[src/rtl/zc_temp_pkg.sv]
package zc_temp_pkg;

  typedef enum logic [1:0] {
    ST_IDLE  = 2'd0,
    ST_ARMED = 2'd1,
    ST_CONV  = 2'd2
  } seqState_e;

  // Strobes from the controller into the datapath; at most one per cycle.
  typedef struct packed {
    logic reqAccept;
    logic convStart;
    logic capture;
  } seqStrobe_t;

endpackage

[src/rtl/zc_temp_ctrl.sv]
module zc_temp_ctrl
  import zc_temp_pkg::*;
#(
  parameter int CONV_CYCLES = 96
) (
  input  logic       clk,
  input  logic       rstN,
  input  logic       reqWrite,
  input  logic       zeroCross,
  output seqStrobe_t strobe,
  output logic       muxSel
);

  localparam int CNT_W = (CONV_CYCLES > 2) ? $clog2(CONV_CYCLES) : 1;
  localparam logic [CNT_W-1:0] LAST = CNT_W'(CONV_CYCLES - 1);

  seqState_e state;
  logic [CNT_W-1:0] cnt;

  always_comb begin
    strobe = '0;
    unique case (state)
      ST_IDLE:  strobe.reqAccept = reqWrite;
      ST_ARMED: strobe.convStart = zeroCross;
      ST_CONV:  strobe.capture   = (cnt == LAST);
      default:  strobe = '0;
    endcase
  end

  always_ff @(posedge clk) begin
    if (!rstN) begin
      state <= ST_IDLE;
      cnt   <= '0;
    end else begin
      if (strobe.reqAccept) state <= ST_ARMED;
      if (strobe.convStart) begin
        state <= ST_CONV;
        cnt   <= '0;
      end
      if (state == ST_CONV) begin
        if (strobe.capture) begin
          state <= ST_IDLE;
          cnt   <= '0;
        end else begin
          cnt <= cnt + CNT_W'(1);
        end
      end
    end
  end

  assign muxSel = (state == ST_CONV);

  // an armed zero crossing hands the mux to the sensor next cycle
  a_r3_start_on_zc: assert property (@(posedge clk) disable iff (!rstN)
    (state == ST_ARMED && zeroCross) |=> muxSel);

  // a zero crossing with nothing pending leaves the mux alone
  a_r9_idle_zc_ignored: assert property (@(posedge clk) disable iff (!rstN)
    (state == ST_IDLE && zeroCross && !reqWrite) |=> !muxSel);

  // a running conversion advances by one every cycle regardless of inputs
  a_r8_conv_undisturbed: assert property (@(posedge clk) disable iff (!rstN)
    (state == ST_CONV && !strobe.capture) |=>
      (state == ST_CONV && cnt == $past(cnt) + CNT_W'(1)));

  // the window counter never passes its last step
  a_r4_cnt_bound: assert property (@(posedge clk) disable iff (!rstN)
    muxSel |-> cnt <= LAST);

  // mux released right after capture
  a_r4_mux_release: assert property (@(posedge clk) disable iff (!rstN)
    strobe.capture |=> !muxSel);

  a_r8_one_strobe: assert property (@(posedge clk) disable iff (!rstN)
    $onehot0(strobe));

endmodule

[src/rtl/zc_temp_dpath.sv]
module zc_temp_dpath
  import zc_temp_pkg::*;
#(
  parameter int SAMPLE_W = 24,
  parameter int TEMP_W   = 8,
  parameter int MODE_W   = 16,
  parameter int REQ_BIT  = 5
) (
  input  logic                clk,
  input  logic                rstN,
  input  seqStrobe_t          strobe,
  input  logic                modeWe,
  input  logic [MODE_W-1:0]   modeWdata,
  input  logic [SAMPLE_W-1:0] adcSample,
  input  logic                tempIrqEn,
  output logic [MODE_W-1:0]   modeReg,
  output logic [TEMP_W-1:0]   tempReg,
  output logic                tempDone,
  output logic                tempIrq
);

  localparam int LOW_W = SAMPLE_W - TEMP_W;

  logic [TEMP_W-1:0] sampleTop;
  logic sampleLowUnused;

  assign sampleTop       = adcSample[SAMPLE_W-1 -: TEMP_W];
  assign sampleLowUnused = ^adcSample[LOW_W-1:0];

  for (genvar b = 0; b < MODE_W; b++) begin : g_mode
    if (b == REQ_BIT) begin : g_req
      always_ff @(posedge clk) begin
        if (!rstN)                 modeReg[b] <= 1'b0;
        else if (strobe.capture)   modeReg[b] <= 1'b0;
        else if (strobe.reqAccept) modeReg[b] <= 1'b1;
      end
    end else begin : g_plain
      always_ff @(posedge clk) begin
        if (!rstN)       modeReg[b] <= 1'b0;
        else if (modeWe) modeReg[b] <= modeWdata[b];
      end
    end
  end

  always_ff @(posedge clk) begin
    if (!rstN) begin
      tempReg  <= '0;
      tempDone <= 1'b0;
      tempIrq  <= 1'b0;
    end else begin
      tempDone <= strobe.capture;
      tempIrq  <= strobe.capture & tempIrqEn;
      if (strobe.capture) tempReg <= sampleTop;
    end
  end

  // captured code is the sample's top byte from the capture edge
  a_r5_capture_value: assert property (@(posedge clk) disable iff (!rstN)
    tempDone |-> tempReg == $past(sampleTop));

  // result holds between captures
  a_r5_hold: assert property (@(posedge clk) disable iff (!rstN)
    !tempDone |-> $stable(tempReg));

  // completion comes with the request bit cleared
  a_r6_req_cleared: assert property (@(posedge clk) disable iff (!rstN)
    tempDone |-> !modeReg[REQ_BIT]);

  // an accepted request is visible next cycle
  a_r2_req_visible: assert property (@(posedge clk) disable iff (!rstN)
    strobe.reqAccept |=> modeReg[REQ_BIT]);

  // interrupt only with completion and enable
  a_r7_irq_gated: assert property (@(posedge clk) disable iff (!rstN)
    tempIrq |-> (tempDone && $past(tempIrqEn)));

  // completion is a single-cycle pulse
  a_r7_done_pulse: assert property (@(posedge clk) disable iff (!rstN)
    tempDone |=> !tempDone);

endmodule

[src/rtl/zc_temp_seq.sv]
module zc_temp_seq
  import zc_temp_pkg::*;
#(
  parameter int CONV_CYCLES = 96,
  parameter int SAMPLE_W    = 24,
  parameter int TEMP_W      = 8,
  parameter int MODE_W      = 16,
  parameter int REQ_BIT     = 5
) (
  input  logic                clk,
  input  logic                rstN,
  input  logic                modeWe,
  input  logic [MODE_W-1:0]   modeWdata,
  output logic [MODE_W-1:0]   modeRdata,
  input  logic                zeroCross,
  input  logic [SAMPLE_W-1:0] adcSample,
  input  logic                tempIrqEn,
  output logic                muxSelTemp,
  output logic [TEMP_W-1:0]   tempReg,
  output logic                tempDone,
  output logic                tempIrq
);

  seqStrobe_t strobe;
  logic reqWrite;

  assign reqWrite = modeWe & modeWdata[REQ_BIT];

  zc_temp_ctrl #(
    .CONV_CYCLES(CONV_CYCLES)
  ) ctrl_i (
    .clk      (clk),
    .rstN     (rstN),
    .reqWrite (reqWrite),
    .zeroCross(zeroCross),
    .strobe   (strobe),
    .muxSel   (muxSelTemp)
  );

  zc_temp_dpath #(
    .SAMPLE_W(SAMPLE_W),
    .TEMP_W  (TEMP_W),
    .MODE_W  (MODE_W),
    .REQ_BIT (REQ_BIT)
  ) dpath_i (
    .clk      (clk),
    .rstN     (rstN),
    .strobe   (strobe),
    .modeWe   (modeWe),
    .modeWdata(modeWdata),
    .adcSample(adcSample),
    .tempIrqEn(tempIrqEn),
    .modeReg  (modeRdata),
    .tempReg  (tempReg),
    .tempDone (tempDone),
    .tempIrq  (tempIrq)
  );

endmodule

[config.mk]
export PLATFORM = sky130hd
export DESIGN_NAME = zc_temp_seq
export DESIGN_NICKNAME = d
export VERILOG_FILES = /design/src/rtl/zc_temp_pkg.sv /design/src/rtl/zc_temp_ctrl.sv /design/src/rtl/zc_temp_dpath.sv /design/src/rtl/zc_temp_seq.sv
export SDC_FILE = /design/constraint.sdc
export NUM_CORES = 1
export LEC_CHECK = 0
export CAP_MARGIN = 20
export CORE_MARGIN = 1.5
export CORE_UTILIZATION = 40
export CTS_CLUSTER_DIAMETER = 40
export DETAILED_ROUTE_END_ITERATION = 16
export PLACE_DENSITY_LB_ADDON = 0.05
export RECOVER_POWER = 100
export SKIP_CTS_REPAIR_TIMING = 1
export SLEW_MARGIN = 10
export SYNTH_ARGS = -nofsm -noshare
export SYNTH_HDL_FRONTEND = slang
export SYNTH_HIERARCHICAL = 1
export SYNTH_SLANG_ARGS = --single-unit
[constraint.sdc]
create_clock -name clk -period 2.1 [get_ports clk]
set_input_delay 0.21 -clock clk [delete_from_list [all_inputs] [get_ports clk]]
set_output_delay 0.21 -clock clk [all_outputs]
set_load 0.02 [all_outputs]
==> results.toml, run 1 <==
[timing]
hold_slack_ns = 0.4644
fin_crit_ns = 1.924
fmax_mhz = 519.9
finClkSkew_ns = 0.01239
fin_crit_sh_pct = 91.60
hold_viol = 0
setup_viol = 0
worst_slew_pin_slew_ns = 1.044
slew-limit-headroom_pct = 30.43
rsz0062_at_grt = "false"
fin_tns_setup_ns = 0
slew_viol_final = 0
fin_ws_ns = 0.1764

[yosys]
syn_avg_cell_area_um2 = 10.66
synth_area_mm2 = 0.001450
synthesis.instances = 136
synth_warnings = 6
synth_nets = 182

[setup_path]
cp.required_ns = 1.89
cp-start-kind = "flip-flop"
r2r_start = "ctrl_i/cnt[0]"
max_stage_delay_ns = 0.61
path_cells = "nand2b_1 > inv_2 > clkdlybuf4s50_1"
crit_fanout = 6
critical_path_class = "flip-flop to output port"
rrSetupSlack_ns = 0.44
cp_slowest_cell = "clkdlybuf4s50_1"
cp.arrival_ns = 1.71
r2r_cells = 6
cp_top_family = "buffers and inverters"
crit_buf_inv = 2
end_kind = "output port"
r2r_end = "dpath_i/tempReg[2]"

[min_path]
hold_end = "dpath_i/tempIrq"
holdPathStages = 2
hold_path_class = "input port to flip-flop"
hold_start = "tempIrqEn"

[floorplan]
die_area_mm2 = 0.003996
die_h_um = 63.21
start_util_pct = 42.45
die_x_um = 63.21
core_mm2 = 0.003416
io_pins = 72
rows = 21

[clock_tree]
cts_max_path_buffers = 2
numCtsBuffers = 5
clock_sinks = 35
cts.clk_slew.worst_paths_ns = 0.11
htree_levels = 2
cts_root_buf = "clkbuf_4"
worstSkewPairLatency_ns = 0.34
tritoncts = "yes"

[global_routing]
grt_pass1_vias = 1147
grt_max_degree = 17
grt_overflow = 0
grt_use_total_pct = 16.62
antenna_found_initial = 0
grt_pass1_wl_um = 5195

[placed_design]
io_buffers = 55
dp_hpwl_um = 2321
place.gp.congestion = 0.7740
post-place-ws_ns = 0.4989
dpl-instance-area_mm2 = 0.002043

[detailed_routing]
drt-pass1-iter-count = 4
ant_nets = 0
drt_iter0_markers = 42
remaining_drc_errors = 0
vias = 1207
wl_per_cell_um = 13.09
wirelength_um = 3181
vias_per_cell = 4.967

[run]
max_cap_viol_count = 0

[final_layout]
antenna_cells = 0
multi_input_area_um2 = 683.2
final_cell_mix = "35 x dfxtp_1, 28 x clkdlybuf4s50_1, 27 x dlygate4sd3_1, 24 x mux2i_1, 24 x nor2b_1"
nets = 242
final_common_cell = "dfxtp_1"
fillCellCount = 307
seq_area_um2 = 700.7
syn_to_final_growth_pct = 44.18
final_layout_size_suffix_gt1_share_pct = 5.584
fin_area_mm2 = 0.002091

[pwr]
p_leak_nw = 0.8489
vdd_drop_max_uv = 420.7
cellPowerDensity_mw_per_mm2 = 618.3
power_mw = 1.293

[status]
status = "complete, no violations"
## worst reg2reg max path: stages (launching register included)
cell and delay (ns):
dfxtp_1 0.40, ha_1 0.19, nand4_1 0.21, nor3_1 0.24, buf_4 0.23, mux2i_1 0.22, nor2b_1 0.06
## layout make-up
cell class                 instances  share of cell area (%)
tap                               46                   2.753
multi-input combinational         94                   32.67
timing repair buffer              59                   27.59
clock buffer                       8                   3.291
inverter                           1                  0.1795
sequential                        35                   33.51
## per-layer routing
layer,part of all wire (%),track usage [%],up-vias
li1,-,-,592
met2,49,26.99,56
met4,2.1,6.250,0
met1,41,19.80,549
met3,8.0,6.607,10
met5,0,0,-
## report_power, final
| group | leakage, nW | switching, mW | total [mW] | internal [mW] |
|---|---|---|---|---|
| combinational | 0.525 | 0.0768 | 0.182 | 0.105 |
| clock | 0.0386 | 0.216 | 0.413 | 0.197 |
| sequential | 0.285 | 0.0120 | 0.697 | 0.685 |
## worst max path at each step
| stage | from | slack (ns) | to | depth (start not counted) |
|---|---|---|---|---|
| 6_report | ctrl_i/state[0] | 0.18 | muxSelTemp | 3 |
| 5_1_grt | ctrl_i/state[1] | 0.07 | muxSelTemp | 3 |
| 4_1_cts | ctrl_i/state[0] | 0.13 | muxSelTemp | 3 |
| 3_5_place_dp | ctrl_i/cnt[0] | 0.50 | dpath_i/tempReg[2] | 6 |
| 3_3_place_gp | ctrl_i/state[0] | 0.52 | muxSelTemp | 3 |
| 2_1_floorplan | ctrl_i/cnt[0] | 0.54 | dpath_i/tempReg[0] | 6 |
## metrics by stage
step	cells	utilization (%)
CTS	243	61.83
floorplan	136	-
global route	243	61.21
detailed placement	235	59.82
global placement	235	59.82
finish	243	61.21
## state kept, by name, summed over array words and instances, names as in the netlist
| signal | count |
|---|---|
| dpath_i/tempReg | 8 |
| dpath_i/tempDone | 1 |
| ctrl_i/cnt | 7 |
| dpath_i/modeReg | 16 |
| ctrl_i/state | 2 |
| dpath_i/tempIrq | 1 |
Note: power is estimated with default switching activity, not from simulation.
==> inputs of run 2 (changes only) <==
CTS_CLUSTER_SIZE = 25   (was default)
GPL_TIMING_DRIVEN = 0   (was default)
==> results.toml, run 2 (synthesis gave the netlist of run 1 again) <==
[status]
status = "complete, no violations"

[min_path]
hold_path_class = "input port to flip-flop"

[clock_tree]
htree_levels = 2
tritoncts = "yes"
clock_sinks = 35
worstSkewPairLatency_ns = 0.34
cts.clk_slew.worst_paths_ns = 0.11
cts_root_buf = "clkbuf_4"
cts_max_path_buffers = 2
numCtsBuffers = 5

[final_layout]
regMostFlops = "dpath_i/modeReg"
fillCellCount = 309
antenna_cells = 0
fin_area_mm2 = 0.002097
seq_area_um2 = 700.7
final_common_cell = "dfxtp_1"
largest_reg_flops = 16
largestRegisters = "dpath_i/modeReg x16, dpath_i/tempReg x8, ctrl_i/cnt x7"
final_cell_mix = "35 x dfxtp_1, 28 x dlygate4sd3_1, 27 x clkdlybuf4s50_1, 24 x mux2i_1, 24 x nor2b_1"
nets = 244
multi_input_area_um2 = 689.4
final_layout_size_suffix_gt1_share_pct = 5.025
syn_to_final_growth_pct = 44.61

[pwr]
vdd_drop_max_uv = 292.7
intPower_mw = 0.9860
power_mw = 1.294
p_seq_share_pct = 53.9
p_switching_mw = 0.3084
swShare_pct = 23.83
cellPowerDensity_mw_per_mm2 = 617.3
p_leak_nw = 0.8450
p_comb_share_pct = 13.9
clockPowerShare_pct = 32.2

[timing]
slew-limit-headroom_pct = 53.73
fin_tns_setup_ns = 0
hold_viol = 0
fin_ws_ns = 0.1545
fin_crit_ns = 1.945
finClkSkew_ns = 0.006525
setup_viol = 0
hold_slack_ns = 0.4645
fin_crit_sh_pct = 92.64
worst_slew_pin_slew_ns = 0.6941
fmax_mhz = 514.0
slew_viol_final = 0
rsz0062_at_grt = "false"

[placed_design]
place.gp.congestion = 0.8471
io_buffers = 55
dpl-instance-area_mm2 = 0.002058
dp_hpwl_um = 2236
post-place-ws_ns = 0.3210

[floorplan]
start_util_pct = 42.45
core_mm2 = 0.003416
io_pins = 72
die_x_um = 63.21
rows = 21
die_h_um = 63.21
die_area_mm2 = 0.003996

[detailed_routing]
ant_nets = 0
remaining_drc_errors = 0
vias = 1187
vias_per_cell = 4.845
drt_iter0_markers = 21
drt-pass1-iter-count = 4
wirelength_um = 3075
wl_per_cell_um = 12.55

[global_routing]
grt_overflow = 0
grt_max_degree = 13
grt_use_total_pct = 16.21
antenna_found_initial = 0
grt_pass1_vias = 1142
grt_pass1_wl_um = 5078

[setup_path]
cp-start-kind = "flip-flop"
critical_path_class = "flip-flop to output port"
cp.required_ns = 1.89
cp.arrival_ns = 1.74
max_stage_delay_ns = 0.62
cp_slowest_cell = "clkdlybuf4s50_1"
end_kind = "output port"
crit_fanout = 6
path_cells = "nand2b_1 > inv_2 > clkdlybuf4s50_1"

[run]
max_cap_viol_count = 0
run 2: per-layer routing:
layer  up-vias  global-route usage [%]  part of all wire [%]
met3         8                   6.250                   7.0
met2        42                   28.06                    47
li1        597                       -                     -
met1       540                   18.46                    44
met4         0                   4.891                   1.3
met5         -                       0                     0
run 2: power groups by stage:
stage          clock network, mW  logic [mW]  registers, mW
6_report                   0.417       0.180          0.698
5_1_grt                    0.455       0.194          0.702
4_1_cts                    0.428       0.195          0.699
3_5_place_dp                   0       0.193          0.714
3_3_place_gp                   0       0.190          0.712
2_1_floorplan                  0      0.0658          0.735
run 2: final timing paths:
kind	start	to	slack, ns	depth (start not counted)
setup / recovery	ctrl_i/state[0]	muxSelTemp	0.15	3
hold / removal	tempIrqEn	dpath_i/tempIrq	0.46	2
setup reg to reg	ctrl_i/cnt[0]	dpath_i/tempReg[3]	0.28	6
hold reg to reg	dpath_i/modeReg[5]	dpath_i/modeReg[5]	0.50	2
run 2: through the flow:
step	instances	utilization (%)
finish	245	61.39
global route	245	61.39
CTS	245	62.27
detailed placement	237	60.26
global placement	237	60.26
floorplan	136	-
run 2: final cells by class:
cell class | instances | share of cell area, %
inverters | 1 | 0.1790
repair buffers | 55 | 26.25
clock buffers | 8 | 3.282
well taps | 46 | 2.745
multi-input cells | 94 | 32.88
flip-flops and latches | 35 | 33.41
plain buffers | 6 | 1.253
run 2: worst max-delay path: cells and delay by family, from the launching register on:
kind	cells	cell delay (ns)
buffers and inverters	2	0.77
flip-flops	1	0.36
AND/OR/NAND/NOR	1	0.26
==> inputs of run 3 (changes only) <==
CORE_MARGIN = 4   (was 1.5)
==> results.toml, run 3 (synthesis gave the netlist of run 1 again) <==
[detailed_routing]
remaining_drc_errors = 0
wl_per_cell_um = 13.18
vias = 1203
drt-pass1-iter-count = 4
wirelength_um = 3215
ant_nets = 0
vias_per_cell = 4.930
drt_iter0_markers = 33

[floorplan]
die_h_um = 68.21
io_pins = 72
die_x_um = 68.21
core_mm2 = 0.003416
die_area_mm2 = 0.004653
start_util_pct = 42.45
rows = 21

[final_layout]
final_common_cell = "dfxtp_1"
largestRegisters = "dpath_i/modeReg x16, dpath_i/tempReg x8, ctrl_i/cnt x7"
fin_cells = 244
fin_area_mm2 = 0.002100
antenna_cells = 0
syn_to_final_growth_pct = 44.78
final_layout_size_suffix_gt1_share_pct = 4.545
regMostFlops = "dpath_i/modeReg"
seq_area_um2 = 700.7
multi_input_area_um2 = 689.4
largest_reg_flops = 16
final_cell_mix = "35 x dfxtp_1, 28 x dlygate4sd3_1, 27 x clkdlybuf4s50_1, 24 x mux2i_1, 24 x nor2b_1"
nets = 244
fillCellCount = 302

[setup_path]
cp_slowest_cell = "clkdlybuf4s50_1"
critical_path_class = "flip-flop to output port"
max_stage_delay_ns = 0.62
r2r_start = "ctrl_i/cnt[0]"
end_kind = "output port"
rrSetupSlack_ns = 0.20
crit_fanout = 6
cp.arrival_ns = 1.74
cp.required_ns = 1.89
path_cells = "nand2b_1 > inv_2 > clkdlybuf4s50_1"
r2r_cells = 6
cp-start-kind = "flip-flop"
r2r_end = "dpath_i/tempReg[5]"

[global_routing]
grt_pass1_vias = 1072
grt_overflow = 0
grt_use_total_pct = 14.07
antenna_found_initial = 0
grt_pass1_wl_um = 4685
grt_max_degree = 13

[placed_design]
place.gp.congestion = 0.8448
placedCellCount = 237
dp_hpwl_um = 2399
dpl-instance-area_mm2 = 0.002058
io_buffers = 55

[timing]
slew_viol_final = 0
hold_viol = 0
rsz0062_at_grt = "false"
fin_crit_ns = 1.947
finClkSkew_ns = 0.005187
fin_crit_sh_pct = 92.73
hold_slack_ns = 0.4647
worst_slew_pin_slew_ns = 0.6961
slew-limit-headroom_pct = 53.59
fmax_mhz = 513.5
fin_tns_setup_ns = 0
setup_viol = 0

[clock_tree]
numCtsBuffers = 5
tritoncts = "yes"
cts_root_buf = "clkbuf_4"
clock_sinks = 35
htree_levels = 2
cts.clk_slew.worst_paths_ns = 0.10
cts_max_path_buffers = 2
worstSkewPairLatency_ns = 0.33

[status]
status = "complete, no violations"

[pwr]
clockPowerShare_pct = 34.0
power_mw = 1.330
p_leak_nw = 0.8448
vdd_drop_max_uv = 404.2
p_comb_share_pct = 13.5
cellPowerDensity_mw_per_mm2 = 633.3
p_seq_share_pct = 52.4
swShare_pct = 22.22
intPower_mw = 1.034
p_switching_mw = 0.2955

[min_path]
hold_start = "tempIrqEn"
hold_end = "dpath_i/tempIrq"
holdPathStages = 2
hold_path_class = "input port to flip-flop"

[run]
max_cap_viol_count = 0
==> run 3: worst max-delay path by stage <==
stage / slack, ns / to / cells past startpoint / startpoint
detailed placement: 0.29 / dpath_i/tempReg[5] / 6 / ctrl_i/cnt[0]
global placement: 0.36 / dpath_i/tempReg[1] / 6 / ctrl_i/cnt[0]
global route: 0.04 / dpath_i/tempReg[5] / 6 / ctrl_i/cnt[0]
finish: 0.15 / muxSelTemp / 3 / ctrl_i/state[0]
CTS: 0.14 / muxSelTemp / 3 / ctrl_i/state[0]
floorplan: 0.54 / dpath_i/tempReg[0] / 6 / ctrl_i/cnt[0]
==> run 3: metrics by stage <==
stage,utilization [%],setup slack (ns)
after floorplan,-,0.5425
after global placement,60.26,0.3596
after detailed placement,60.26,0.2877
after CTS,62.34,0.1388
after global routing,61.47,0.03557
final,61.47,0.1526
==> run 3: per-layer routing <==
| layer | global-route usage (%) | up-vias | part of all wire [%] |
|---|---|---|---|
| met5 | 0 | - | 0 |
| met4 | 7.444 | 0 | 1.5 |
| met3 | 4.433 | 5 | 7.7 |
| met2 | 23.23 | 47 | 49 |
| met1 | 16.13 | 555 | 42 |
| li1 | - | 596 | - |
==> run 3: critical path: cells and delay by family (launching register included) <==
family | cells | cell delay [ns]
buffers and inverters | 2 | 0.78
flip-flops | 1 | 0.36
AND/OR/NAND/NOR | 1 | 0.27
==> run 3: power by group through the flow <==
stage	Combinational [mW]	Sequential (mW)	Clock, mW
floorplan	0.0658	0.735	0
global placement	0.191	0.712	0
detailed placement	0.194	0.714	0
CTS	0.195	0.699	0.468
global route	0.194	0.700	0.504
finish	0.180	0.697	0.453
==> run 3: final cells by class <==
cell class / count / share of cell area [%]
Multi-Input combinational cell: 94 / 32.84
Clock inverter: 1 / 1.430
Clock buffer: 6 / 1.967
Sequential cell: 35 / 33.37
Inverter: 1 / 0.1788
Buffer: 6 / 1.251
Timing Repair Buffer: 55 / 26.22
Tap cell: 46 / 2.741
